$ cat config.mk
export PLATFORM = sky130hd
export DESIGN_NAME = lrc_dual_gen
export DESIGN_NICKNAME = d
export VERILOG_FILES = /design/src/rtl/lrc_pkg.sv /design/src/rtl/lrc_rate_dec.sv /design/src/rtl/lrc_chan.sv /design/src/rtl/lrc_dual_gen.sv
export SDC_FILE = /design/constraint.sdc
export NUM_CORES = 1
export LEC_CHECK = 0
export CAP_MARGIN = 10
export CORE_AREA = 2 2 102 104
export DETAILED_ROUTE_END_ITERATION = 10
export DIE_AREA = 0 0 104 106
export PLACE_DENSITY = 0.61
export SETUP_SLACK_MARGIN = 0.3
export SYNTH_ARGS = -nofsm -noshare
export SYNTH_HDL_FRONTEND = slang
export SYNTH_HIERARCHICAL = 1
export SYNTH_SLANG_ARGS = --single-unit
$ cat constraint.sdc
create_clock -name clk -period 8.4 [get_ports clk]
set_clock_uncertainty 0.15 [all_clocks]
set_input_delay 1.26 -clock clk [delete_from_list [all_inputs] [get_ports clk]]
set_output_delay 1.26 -clock clk [all_outputs]
set_load 0.05 [all_outputs]
$ cat src/rtl/lrc_pkg.sv
package lrc_pkg;
  localparam int NUM_PATHS = 2;
  typedef enum int {PATH_CAP = 0, PATH_PLAY = 1} path_e;
endpackage

$ cat src/rtl/lrc_rate_dec.sv
module lrc_rate_dec #(
  parameter int RATE_W   = 11,
  parameter int MIN_RATE = 2
) (
  input  logic [RATE_W-1:0] rate,
  output logic              ok,
  output logic [RATE_W-1:0] hi_len
);
  localparam int EXT_W = RATE_W + 1;
  logic [EXT_W-1:0] sum;

  always_comb begin
    ok     = (int'(rate) >= MIN_RATE);
    sum    = {1'b0, rate} + EXT_W'(1);
    hi_len = sum[EXT_W-1:1];
  end
endmodule

$ cat src/rtl/lrc_chan.sv
module lrc_chan #(
  parameter int RATE_W   = 11,
  parameter int MIN_RATE = 2
) (
  input  logic              clk,
  input  logic              rst_n,
  input  logic              master,
  input  logic              bclk_en,
  input  logic [RATE_W-1:0] rate_in,
  output logic              lrc,
  output logic              warn
);
  logic [RATE_W-1:0] act_q, cnt_q, cnt_nx, act_hi, in_hi;
  logic              lrc_q, live_q, act_ok, in_ok;

  lrc_rate_dec #(.RATE_W(RATE_W), .MIN_RATE(MIN_RATE)) u_act_dec (
    .rate(act_q), .ok(act_ok), .hi_len(act_hi));
  lrc_rate_dec #(.RATE_W(RATE_W), .MIN_RATE(MIN_RATE)) u_in_dec (
    .rate(rate_in), .ok(in_ok), .hi_len(in_hi));

  assign cnt_nx = cnt_q + RATE_W'(1);

  always_ff @(posedge clk or negedge rst_n) begin
    if (!rst_n) begin
      act_q <= '0; cnt_q <= '0; lrc_q <= 1'b0; live_q <= 1'b0;
    end else if (!master) begin
      act_q <= '0; cnt_q <= '0; lrc_q <= 1'b0; live_q <= 1'b0;
    end else if (!live_q || !act_ok) begin
      live_q <= 1'b1;
      act_q  <= rate_in;
      cnt_q  <= '0;
      lrc_q  <= in_ok;
    end else if (bclk_en) begin
      if (cnt_nx == act_q) begin
        cnt_q <= '0;
        act_q <= rate_in;
        lrc_q <= in_ok;
      end else begin
        cnt_q <= cnt_nx;
        if (cnt_nx == act_hi) lrc_q <= 1'b0;
      end
    end
  end

  assign lrc  = lrc_q;
  assign warn = live_q && !act_ok;

  p_slave_idle_r2: assert property (@(posedge clk) disable iff (!rst_n)
    !master |=> (!lrc_q && !live_q && cnt_q == '0));
  p_cnt_bound_r4: assert property (@(posedge clk) disable iff (!rst_n)
    (live_q && act_ok) |-> (cnt_q < act_q));
  p_quiet_r5: assert property (@(posedge clk) disable iff (!rst_n)
    (master && live_q && act_ok && !bclk_en) |=> $stable(lrc_q));
  p_invalid_low_r7: assert property (@(posedge clk) disable iff (!rst_n)
    (live_q && !act_ok) |-> !lrc_q);
  p_rate_hold_r8: assert property (@(posedge clk) disable iff (!rst_n)
    (master && live_q && act_ok && !(bclk_en && cnt_nx == act_q)) |=> $stable(act_q));
endmodule

$ cat src/rtl/lrc_dual_gen.sv
module lrc_dual_gen #(
  parameter int RATE_W   = 11,
  parameter int MIN_RATE = 2
) (
  input  logic              clk,
  input  logic              rst_n,
  input  logic              master,
  input  logic              bclk_en,
  input  logic [RATE_W-1:0] cap_rate,
  input  logic [RATE_W-1:0] play_rate,
  output logic              cap_lrc,
  output logic              play_lrc,
  output logic              cfg_warn
);
  import lrc_pkg::*;

  logic [RATE_W-1:0] rate_v [NUM_PATHS];
  logic [NUM_PATHS-1:0] lrc_v, warn_v;

  assign rate_v[PATH_CAP]  = cap_rate;
  assign rate_v[PATH_PLAY] = play_rate;

  for (genvar g = 0; g < NUM_PATHS; g++) begin : g_path
    lrc_chan #(.RATE_W(RATE_W), .MIN_RATE(MIN_RATE)) u_chan (
      .clk(clk), .rst_n(rst_n), .master(master), .bclk_en(bclk_en),
      .rate_in(rate_v[g]), .lrc(lrc_v[g]), .warn(warn_v[g]));
  end

  assign cap_lrc  = lrc_v[PATH_CAP];
  assign play_lrc = lrc_v[PATH_PLAY];
  assign cfg_warn = |warn_v;

  p_reset_quiet_r1: assert property (@(posedge clk)
    !rst_n |-> (!cap_lrc && !play_lrc && !cfg_warn));
  p_slave_nowarn_r2: assert property (@(posedge clk) disable iff (!rst_n)
    !master |=> !cfg_warn);
endmodule

* Word level (Yosys, flattened, before mapping) *
Index checks and enable logic that the tools add are counted.

word-level totals
  register bits = 48
  bits of input ports = 26
  output and inout port bits = 3
  word-level logic and storage cells = 71

operators by class
  $add $sub $neg = 4
  order comparisons = 4
  equal/unequal tests = 12
  muxes and demuxes = 30
  reduce and logical (&&, ||, !) cells = 13

operators by type and width
  kind                     count
  $mux W11                 16
  $eq A11 B11 Y1           4
  $ge A11 B2 Y1 const B    4
  $add A11 B1 Y12 const B  2
  $add A11 B1 Y11 const B  2
  $mux W1                  14
  $ne A3 B1 Y1 const B     4
  $ne A4 B1 Y1 const B     2
  $reduce_and A2 Y1        4
  $logic_not A1 Y1         4
  $ne A2 B1 Y1 const B     2
  $logic_and A1 B1 Y1      2
  $logic_or A1 B1 Y1       2
  $reduce_or A2 Y1         1

* Logic depth before layout (Yosys ltp) *
Gate-level depths: netlist (run 1).

  depth after elaboration = 7
  depth in mapped cells = 11
  depth with buffers taken out = 11

* Cells and area by module *
Netlist (run 1), hierarchy kept.

by module, submodules not included
  module        instances  cells each  area each (µm²)  seq. area each (µm²)
  lrc_chan      2          206         1737.9           600.6
  lrc_rate_dec  4          32          219.0            0.0
  lrc_dual_gen  1          1           6.3              0.0

* Worst setup path before layout (run 1) *
OpenSTA, ideal clock, no wires.

  kind = input -> register
  from = in master
  to = reg g_path[0].u_chan.lrc_q
  setup time = 128 ps
  data arrival time = 2668 ps
  required time = 8122 ps
  slack = 5454 ps
  stages = 7
  path buffers = 0
  cell sequence = and3_1 -> nand2_1 -> nand3_1 -> or4_1 -> nor4_1 -> a21boi_1 -> mux2_1

on the way
  cells in the longest elaborated chain, start to end = 2
  elaborated cells between the ends (all ways) = 4
  those cells by class = eq/ne (2); mux (1); reduce/logical (1)

ends and longest elaborated chain
  what                                                           line               source
  start: declaration                                             lrc_dual_gen.sv:7  input logic master,
  $ne A4 B1 Y1 (no line) / $ne A3 B1 Y1 (equally long branches)  --
  $reduce_and A2 Y1 (no line)                                    --
  end signal: assignment                                         lrc_chan.sv:32     lrc_q <= in_ok;
  end signal: assignment                                         lrc_chan.sv:37     lrc_q <= in_ok;
  end: declaration                                               lrc_chan.sv:14     logic lrc_q, live_q, act_ok, in_ok;

Parallel ways exist; a longest one is shown, timed or not.
A chain may end at the register's enable or synchronous reset.

* Worst setup path in the final report (run 1) *
  from = in master
  to = reg g_path[1].u_chan.lrc_q

on the way
  cells in the longest elaborated chain, start to end = 2
  elaborated cells between the ends (all ways) = 4
  those cells by class = eq/ne (2); mux (1); reduce/logical (1)

ends and longest elaborated chain
  what                                                           line
  $ne A4 B1 Y1 (no line) / $ne A3 B1 Y1 (equally long branches)  --
  $reduce_and A2 Y1 (no line)                                    --
  end signal: assignment                                         lrc_chan.sv:32
  end signal: assignment                                         lrc_chan.sv:37
  end: declaration                                               lrc_chan.sv:14

Parallel ways exist; a longest one is shown, timed or not.

==> reports/results.ini, run 1 <==
[clocking]
clk_latency_ns=0.31
cts-root-buf=clkbuf_8
cts_buffer_depth=2
post_cts_resized=0
cts_made_buffers=5
clkTransAtPathRegs_ns=0.09
cts_tree=yes
htreeDepth=2
post_cts_buffers=0
cts_hold_buf=0
cts_sinks=48

[cells_and_area]
layoutNonFillerInstCount=632
nNetsFinal=530
drive_above_1_share_pct=5.040
regArea_sq_mm=0.001201
multiInputGateArea_sq_mm=0.002596
fill_cells=1041
diodes=0
area_growth_pct=9.765

[worst_setup_path]
end_kind=register
critPathMaxFanout=30
r2r_cells=8
path_class=in -> reg
start_kind=primary input
regToRegEndpoint=g_path[0].u_chan/lrc$_DFFE_PN0P_
crit_end=g_path[1].u_chan/lrc$_DFFE_PN0P_
arrival_ns=4.07
rrSetupSlack_ns=4.99
crit_start=master
rr_startpoint=g_path[0].u_chan/cnt_q[0]$_DFFE_PN0P_
crit_required_ns=8.45

[run_status]
status=completed

[power_and_ir_drop]
p_sw_share_pct=32.42
vdd_drop_max_mv=0.07263
leakagePower_nw=1.844
p_comb_share_pct=23.1
sequentialPowerShare_pct=50.9
switching_power_mw=0.1702
p_int_mw=0.3549
power_frac_clock_pct=26.0
power.density_mw_per_mm2=119.7

[global_route]
grt_pass1_vias=3207
grt_overflow_total=0
grt_pass1_wl_microns=16060
grt_max_degree=49
track_usage_pct=17.90
antenna_found_initial=0

[floorplanning]
design.die.area_sq_mm=0.01102
row_count=37
die_y_microns=106
die_w_microns=104
boundaryPins=29
initial_core_util_pct=39.98
core-area_sq_mm=0.01000

[sta]
relSlewSlack_pct=28.31
timing.fmax_ghz=0.2483
tightest_slew_ns=1.075
slew_violations=0
report.final.hold_viol_count=0
finalCritPeriodShare_pct=47.95
min_period_ns=4.028
setup_tns_ns=0
rsz0062_at_grt=no
setup_viol=0

[placement]
place_inst=625
portBuffers=28
place_hpwl_microns=7145
place_congestion=0.9605

[synthesis]
synth.net_count=523
synth_warnings=6
postSynthAreaPerCell_sq_um=8.175
synth_area_sq_mm=0.003998
netlist_instances=489

[hold_path]
hold_class=reg -> reg

[routing]
wirelength_microns=9732
ant_nets=0
vias_per_cell=5.536
vias=3499
wire_per_inst_microns=15.40
firstDrtPassIters=5
drc=0
drt_iter0_drc=196

[job]
cap_viol_max_count=0

flip-flops by register name, summed over array words and instances, names as in the netlist:
register	count
g_path.u_chan/act_q	22
g_path.u_chan/cnt_q	22
g_path.u_chan/live_q	2
g_path.u_chan/lrc	2
placed cells by master (no fill, tap or decap), types with 4 or more instances in the layout:
cell and instances:
or3_1 4, nor3_1 14, ha_1 8, a211oi_1 6, a21oi_1 10, nor4_1 12
o21ai_1 8, clkbuf_8 5, nor2b_1 8, o21ai_0 42, inv_1 18, xor2_1 24
a31oi_1 4, nand4_1 10, and2_1 4, nand2_1 64, o211ai_1 4, nand3_1 24
nor2_1 28, xnor3_1 4, xnor2_1 40, nand2b_1 6, and3_1 14, a22o_1 16
clkdlybuf4s50_1 27, dfrtp_1 48
layout make-up:
type | instances | area share [%]
flip-flops and latches | 48 | 27.37
clock inverters | 1 | 0.1141
inverters | 18 | 1.540
multi-input cells | 395 | 59.17
well taps | 136 | 3.878
repair buffers | 28 | 6.273
clock buffers | 6 | 1.654
worst min path at each step:
stage                                                     start                                     to  slack, ns  cells past startpoint
after global placement         g_path[0].u_chan/lrc$_DFFE_PN0P_       g_path[0].u_chan/lrc$_DFFE_PN0P_       0.36                      1
after detailed placement       g_path[0].u_chan/lrc$_DFFE_PN0P_       g_path[0].u_chan/lrc$_DFFE_PN0P_       0.37                      1
after floorplan           g_path[0].u_chan/cnt_q[1]$_DFFE_PN0P_  g_path[0].u_chan/cnt_q[1]$_DFFE_PN0P_       0.36                      2
final                          g_path[0].u_chan/lrc$_DFFE_PN0P_       g_path[0].u_chan/lrc$_DFFE_PN0P_       0.39                      1
after global routing           g_path[0].u_chan/lrc$_DFFE_PN0P_       g_path[0].u_chan/lrc$_DFFE_PN0P_       0.40                      1
after CTS                      g_path[0].u_chan/lrc$_DFFE_PN0P_       g_path[0].u_chan/lrc$_DFFE_PN0P_       0.40                      1
worst max-delay path, stage by stage:
cell and delay (ns):
clkdlybuf4s50_1 0.89, and3_1 0.42, nand2_1 0.30, nand3_1 0.11
or4_1 0.49, nor4_1 0.18, a21boi_1 0.10, mux2_1 0.32
metal layers:
| metal | up-vias | track usage [%] | share of wire, % |
|---|---|---|---|
| li1 | 1742 | - | - |
| met1 | 1649 | 25.71 | 50 |
| met2 | 100 | 28.15 | 44 |
| met3 | 8 | 2.759 | 4.1 |
| met4 | 0 | 4.730 | 1.1 |
| met5 | - | 0 | 0 |
power by group through the flow:
stage / sequential, mW / combinational, mW / clock, mW
floorplan: 0.266 / 0.0825 / 0
global placement: 0.271 / 0.119 / 0
detailed placement: 0.272 / 0.121 / 0
CTS: 0.267 / 0.122 / 0.141
global route: 0.270 / 0.135 / 0.148
finish: 0.267 / 0.121 / 0.137
stage by stage:
step                      setup WS, ns  util (%)  total power [mW]  instance area, sq um  hold WS, ns
after global routing             4.160     43.88            0.5529                  4388       0.3991
after CTS                        4.362     43.88            0.5300                  4388       0.3955
final                            4.372     43.88            0.5251                  4388       0.3921
after global placement           4.109     43.11            0.3904                  4310       0.3587
after floorplan                  5.454         -            0.3489                  3998       0.3553
after detailed placement         4.051     43.11            0.3928                  4310       0.3664
(Power assumes the default switching activity.)
==> inputs of run 2 (changes only) <==
==> constraint.sdc (replaced) <==
create_clock -name clk -period 3.9 [get_ports clk]
set_clock_uncertainty 0.15 [all_clocks]
set_input_delay 0.585 -clock clk [delete_from_list [all_inputs] [get_ports clk]]
set_output_delay 0.585 -clock clk [all_outputs]
set_load 0.05 [all_outputs]
==> run 2 against run 1 <==
Critical path depth decreased by 1. Total power grew 130%. Flip-flop and latch count stayed put. Sequential power rose by 120%. Hold slack got worse by 0.084 ns. Largest cell class unchanged. Critical path type is now reg -> out. Cell area up 1.4%. Core utilization rose by 0.60 points. Largest power group unchanged. Wire length rose by 2.0%. Sequential share of layout area fell by 0.37 points. Setup slack got worse by 3.8 ns.
==> reports/results.ini, run 2 (synthesis results as in run 1) <==
[routing]
drt_iter0_drc=327  ; +67%
firstDrtPassIters=5  ; unchanged
drc=0  ; unchanged
vias_per_cell=5.487  ; -0.88%
wirelength_microns=9925  ; +2.0%
vias=3490  ; -0.26%
ant_nets=0  ; unchanged
wire_per_inst_microns=15.61  ; +1.3%

[clocking]
post_cts_resized=0  ; unchanged
cts-root-buf=clkbuf_8
clkTransAtPathRegs_ns=0.09  ; about the same
cts_made_buffers=5  ; unchanged
cts_tree=yes
cts_sinks=48  ; unchanged
clk_latency_ns=0.32  ; about the same
htreeDepth=2  ; unchanged
post_cts_buffers=0  ; unchanged
cts_hold_buf=0  ; unchanged
cts_buffer_depth=2  ; unchanged

[worst_setup_path]
rr_startpoint=g_path[0].u_chan/act_q[0]$_DFFE_PN0P_
regToRegEndpoint=g_path[0].u_chan/lrc$_DFFE_PN0P_
crit_cells=7  ; -1
rrSetupSlack_ns=0.62  ; -4.37 ns
cp_cell_sequence=inv_1, ha_1, nor4_1, nand3_1, nor2b_1, or2_1, clkdlybuf4s50_1
path_delay_family=buffers and inverters
critPathMaxFanout=7  ; -77%
path_class=reg -> out
crit_slowest_cell=clkdlybuf4s50_1
r2r_cells=11  ; +3
end_kind=output port
arrival_ns=2.58  ; -1.49 ns
start_kind=register
path_buf_inv=2  ; +1
max_stage_delay_ns=0.80  ; -0.09 ns
crit_required_ns=3.16  ; -5.29 ns

[global_route]
antenna_found_initial=0  ; unchanged
grt_max_degree=49  ; unchanged
grt_pass1_vias=3277  ; +2.2%
grt_pass1_wl_microns=16650  ; +3.7%
track_usage_pct=18.52  ; +0.63 points
grt_overflow_total=0  ; unchanged

[floorplanning]
die_w_microns=104  ; unchanged
core-area_sq_mm=0.01000  ; unchanged
boundaryPins=29  ; unchanged
row_count=37  ; unchanged
die_y_microns=106  ; unchanged
initial_core_util_pct=39.98  ; unchanged
design.die.area_sq_mm=0.01102  ; unchanged

[placement]
portBuffers=28  ; unchanged
place_hpwl_microns=7462  ; +4.4%
place_ws_ns=0.5420  ; -3.509 ns
place_congestion=0.9021  ; -6.1%

[cells_and_area]
diodes=0  ; unchanged
nNetsFinal=533  ; +0.57%
most-common-layout-cells=nand2_1, dfrtp_1, o21ai_0, xnor2_1, nor2_1
area_growth_pct=11.27
final_common_cell=nand2_1
reg.largest.list=g_path.u_chan/act_q: 22 flops, g_path.u_chan/cnt_q: 22 flops
drive_above_1_share_pct=6.000  ; +0.96 points

[job]
cap_viol_max_count=0  ; unchanged

[sta]
relSlewSlack_pct=27.71  ; -0.60 points
finalCritPeriodShare_pct=85.03
rsz0062_at_grt=no
min_period_ns=3.316
report.final.hold_viol_count=0  ; unchanged
setup_tns_ns=0  ; unchanged
setup_ws_ns=0.5840  ; -3.788 ns
tightest_slew_ns=1.084  ; +0.009000 ns
timing.fmax_ghz=0.3016
slew_violations=0  ; unchanged
setup_viol=0  ; unchanged

[power_and_ir_drop]
vdd_drop_max_mv=0.1541  ; +110%
power.density_mw_per_mm2=275.2  ; +130%
leakagePower_nw=1.873  ; +1.6%
power_mw=1.224  ; +130%

[run_status]
status=completed

[hold_path]
hold_class=in -> async

[run 2: changes by cell type in the layout (fill, tap and decap cells not counted)]
cell and delta:
buf_4 +3, bufinv_16 +1, clkbuf_1 -1, clkinv_2 -1
clkinvlp_4 +1, inv_6 +1
[run 2: final cells by class]
class / count / area (sq um)
fill: 1037 / 5552
multi-input combinational: 395 / 2596
sequential: 48 / 1201
timing repair buffer: 31 / 297.8
tap: 136 / 170.2
clock buffer: 5 / 68.82
inverter: 18 / 67.56
clock inverter: 3 / 46.29
[run 2: stage by stage]
stage                     hold slack (ns)  utilization (%)  instance area (sq um)  cells
after detailed placement           0.3724            43.33                   4333    628
final                              0.3084            44.48                   4448    636
after CTS                          0.3609            44.48                   4448    636
after floorplan                    0.1394                -                   3998    489
after global routing               0.3997            44.48                   4448    636
after global placement             0.3765            43.33                   4333    628
[run 2: per-layer routing]
metal | up-vias | global-route usage (%) | routed length (microns)
met5 | - | 0 | 0
met4 | 0 | 4.923 | 145
met3 | 11 | 2.452 | 432
met2 | 87 | 28.90 | 4368
met1 | 1634 | 27.06 | 4979
li1 | 1758 | - | -
[run 2: worst max-delay path by stage]
| stage | slack, ns | from | to |
|---|---|---|---|
| 6_report | 0.58 | g_path[1].u_chan/act_q[0]$_DFFE_PN0P_ | cfg_warn |
| 5_1_grt | 0.36 | g_path[1].u_chan/act_q[0]$_DFFE_PN0P_ | cfg_warn |
| 4_1_cts | 0.50 | g_path[1].u_chan/act_q[0]$_DFFE_PN0P_ | cfg_warn |
| 3_5_place_dp | 0.54 | g_path[1].u_chan/act_q[0]$_DFFE_PN0P_ | g_path[1].u_chan/lrc$_DFFE_PN0P_ |
| 3_3_place_gp | 0.58 | g_path[1].u_chan/act_q[0]$_DFFE_PN0P_ | g_path[1].u_chan/lrc$_DFFE_PN0P_ |
| 2_1_floorplan | 1.03 | g_path[0].u_chan/act_q[1]$_DFFE_PN0P_ | g_path[0].u_chan/lrc$_DFFE_PN0P_ |
[run 2: report_power, final]
group          switching [mW]  internal [mW]  leakage (nW)
registers              0.0546          0.522         0.639
clock network           0.190          0.193        0.0548
logic                   0.142          0.122          1.18
==> inputs of run 3 (changes only) <==
--- a/config.mk
+++ b/config.mk
@@ -9,6 +9,7 @@
 export CORE_AREA = 2 2 102 104
 export DETAILED_ROUTE_END_ITERATION = 10
 export DIE_AREA = 0 0 104 106
+export GPL_ROUTABILITY_DRIVEN = 0
 export PLACE_DENSITY = 0.61
 export SETUP_SLACK_MARGIN = 0.3
 export SYNTH_ARGS = -nofsm -noshare
==> run 3 against run 2 <==
Die area unchanged. Sequential share of layout area fell by 0.11 points. Setup slack gained 0.014 ns. Via count up 0.37%. Non-clock buffer count up 2. Total power shrank 0.80%. Core utilization grew 0.19 points. Critical path depth unchanged. Critical path type unchanged. Largest cell class unchanged.
==> reports/results.ini, run 3 (synthesis results as in run 1) <==
[global_route]
track_usage_pct=18.22  ; -0.30 points
top_usage_layer=met2
met3_usage_pct=2.943  ; +0.49 points
grt_pass1_wl_microns=16340  ; -1.9%
antenna_found_initial=0  ; unchanged
grt_overflow_total=0  ; unchanged
grt_pass1_vias=3250  ; -0.82%
gr-usage-met2_pct=28.15  ; -0.75 points
grt_max_degree=36  ; -27%
use_met1_pct=26.67  ; -0.39 points

[floorplanning]
die_w_microns=104  ; unchanged
boundaryPins=29  ; unchanged
row_count=37  ; unchanged
core-area_sq_mm=0.01000  ; unchanged
initial_core_util_pct=39.98  ; unchanged
design.die.area_sq_mm=0.01102  ; unchanged
die_y_microns=106  ; unchanged

[routing]
drt_iter0_drc=258  ; -21%
firstDrtPassIters=5  ; unchanged
wirelength_microns=9516  ; -4.1%
drc=0  ; unchanged
vias=3503  ; +0.37%
ant_nets=0  ; unchanged
wire_per_inst_microns=14.92  ; -4.4%
vias_per_cell=5.491  ; about the same

[clocking]
htreeDepth=2  ; unchanged
cts-root-buf=clkbuf_8
clk_latency_ns=0.31  ; about the same
cts_buffer_depth=2  ; unchanged
post_cts_buffers=0  ; unchanged
clkTransAtPathRegs_ns=0.10  ; about the same
cts_sinks=48  ; unchanged
cts_tree=yes
cts_made_buffers=5  ; unchanged

[placement]
portBuffers=28  ; unchanged
place_hpwl_microns=7274  ; -2.5%

[cells_and_area]
area_growth_pct=11.74
most-common-layout-cells=nand2_1, dfrtp_1, o21ai_0, xnor2_1, nor2_1
final_util_pct=44.67  ; +0.19 points
drive_above_1_share_pct=6.574  ; +0.57 points
reg.largest.list=g_path.u_chan/act_q: 22 flops, g_path.u_chan/cnt_q: 22 flops
nNetsFinal=535  ; +0.38%
final_common_cell=nand2_1
diodes=0  ; unchanged

[sta]
fin_hold_ws_ns=0.0007759  ; -0.3076 ns
setup_viol=0  ; unchanged
min_period_ns=3.302  ; -0.01441 ns
tightest_slew_ns=0.5739  ; -0.5104 ns
relSlewSlack_pct=61.60  ; +34 points
rsz0062_at_grt=no
setup_tns_ns=0  ; unchanged
report.final.hold_viol_count=0  ; unchanged
slew_violations=0  ; unchanged
timing.fmax_ghz=0.3029  ; +0.44%
finalCritPeriodShare_pct=84.66  ; -0.37 points

[power_and_ir_drop]
power.density_mw_per_mm2=271.9  ; -1.2%
vdd_drop_max_mv=0.1562  ; +1.4%
leakagePower_nw=1.887  ; +0.77%

[worst_setup_path]
path_class=reg -> out
end_kind=output port
critPathMaxFanout=7  ; unchanged
arrival_ns=2.57  ; about the same
crit_required_ns=3.16  ; about the same
start_kind=register

[run_status]
status=completed

[job]
cap_viol_max_count=0  ; unchanged

[hold_path]
hold_class=in -> async

==> run 3: cell types whose count changed in the layout (fill, tap and decap cells not counted), sizes merged <==
cell,previous run,this run
clkinvlp,1,0
clkinv,0,2
buf,4,6
inv,19,18
==> run 3: worst max-delay path: stages, from the launching register on <==
cell	delay, ns
dfrtp_1	0.53
inv_1	0.08
ha_1	0.20
nor4_1	0.18
nand3_1	0.20
nor2b_1	0.14
or2_1	0.11
clkdlybuf4s50_1	0.80
==> run 3: metrics by stage <==
| step | setup WS [ns] | area (sq um) | power, mW | std cells |
|---|---|---|---|---|
| 3_3_place_gp | 0.7006 | 4348 | 0.8449 | 630 |
| 2_1_floorplan | 1.032 | 3998 | 0.7515 | 489 |
| 3_5_place_dp | 0.6572 | 4348 | 0.8487 | 630 |
| 6_report | 0.5984 | 4467 | 1.214 | 638 |
| 5_1_grt | 0.3422 | 4467 | 1.292 | 638 |
| 4_1_cts | 0.5647 | 4464 | 1.230 | 638 |
==> run 3: path summary, 6_finish.rpt <==
| kind | start | to | slack, ns | depth (start not counted) |
|---|---|---|---|---|
| max | g_path[0].u_chan/act_q[0]$_DFFE_PN0P_ | cfg_warn | 0.60 | 7 |
| min | rst_n | g_path[1].u_chan/act_q[0]$_DFFE_PN0P_ | 0.0008 | 1 |
| max reg2reg | g_path[0].u_chan/act_q[1]$_DFFE_PN0P_ | g_path[0].u_chan/lrc$_DFFE_PN0P_ | 0.66 | 11 |
| min reg2reg | g_path[1].u_chan/lrc$_DFFE_PN0P_ | g_path[1].u_chan/lrc$_DFFE_PN0P_ | 0.38 | 1 |
| max in group asynchronous | rst_n | g_path[1].u_chan/cnt_q[10]$_DFFE_PN0P_ | 2.85 | 2 |
| min in group clk | g_path[1].u_chan/lrc$_DFFE_PN0P_ | g_path[1].u_chan/lrc$_DFFE_PN0P_ | 0.38 | 1 |
==> run 3: area by class of cell <==
class	instances	area (sq um)
Timing Repair Buffer	33	312.8
Inverter	18	67.56
Tap cell	136	170.2
Sequential cell	48	1201
Clock inverter	3	47.55
Clock buffer	5	68.82
Multi-Input combinational cell	395	2599
Fill cell	1048	5533
==> run 3: power breakdown <==
group	switching (mW)	internal [mW]	total (mW)	leakage [nW]
clock network	0.184	0.193	0.377	0.0583
registers	0.0540	0.522	0.575	0.639
logic	0.139	0.123	0.262	1.19
total	0.376	0.838	1.21	1.89
==> run 3: repair_timing <==
| item | in CTS | in global routing |
|---|---|---|
| setup endpoints to repair | 0 | 1 |
| hold endpoints to repair | 0 | 0 |
| hold buffers | 0 | 0 |
| gates resized for setup | 0 | 1 |
==> run 3: layer usage <==
layer	vias up	wire length [microns]
met5	-	0
li1	1753	-
met1	1645	4738
met3	17	395
met4	0	160
met2	88	4221
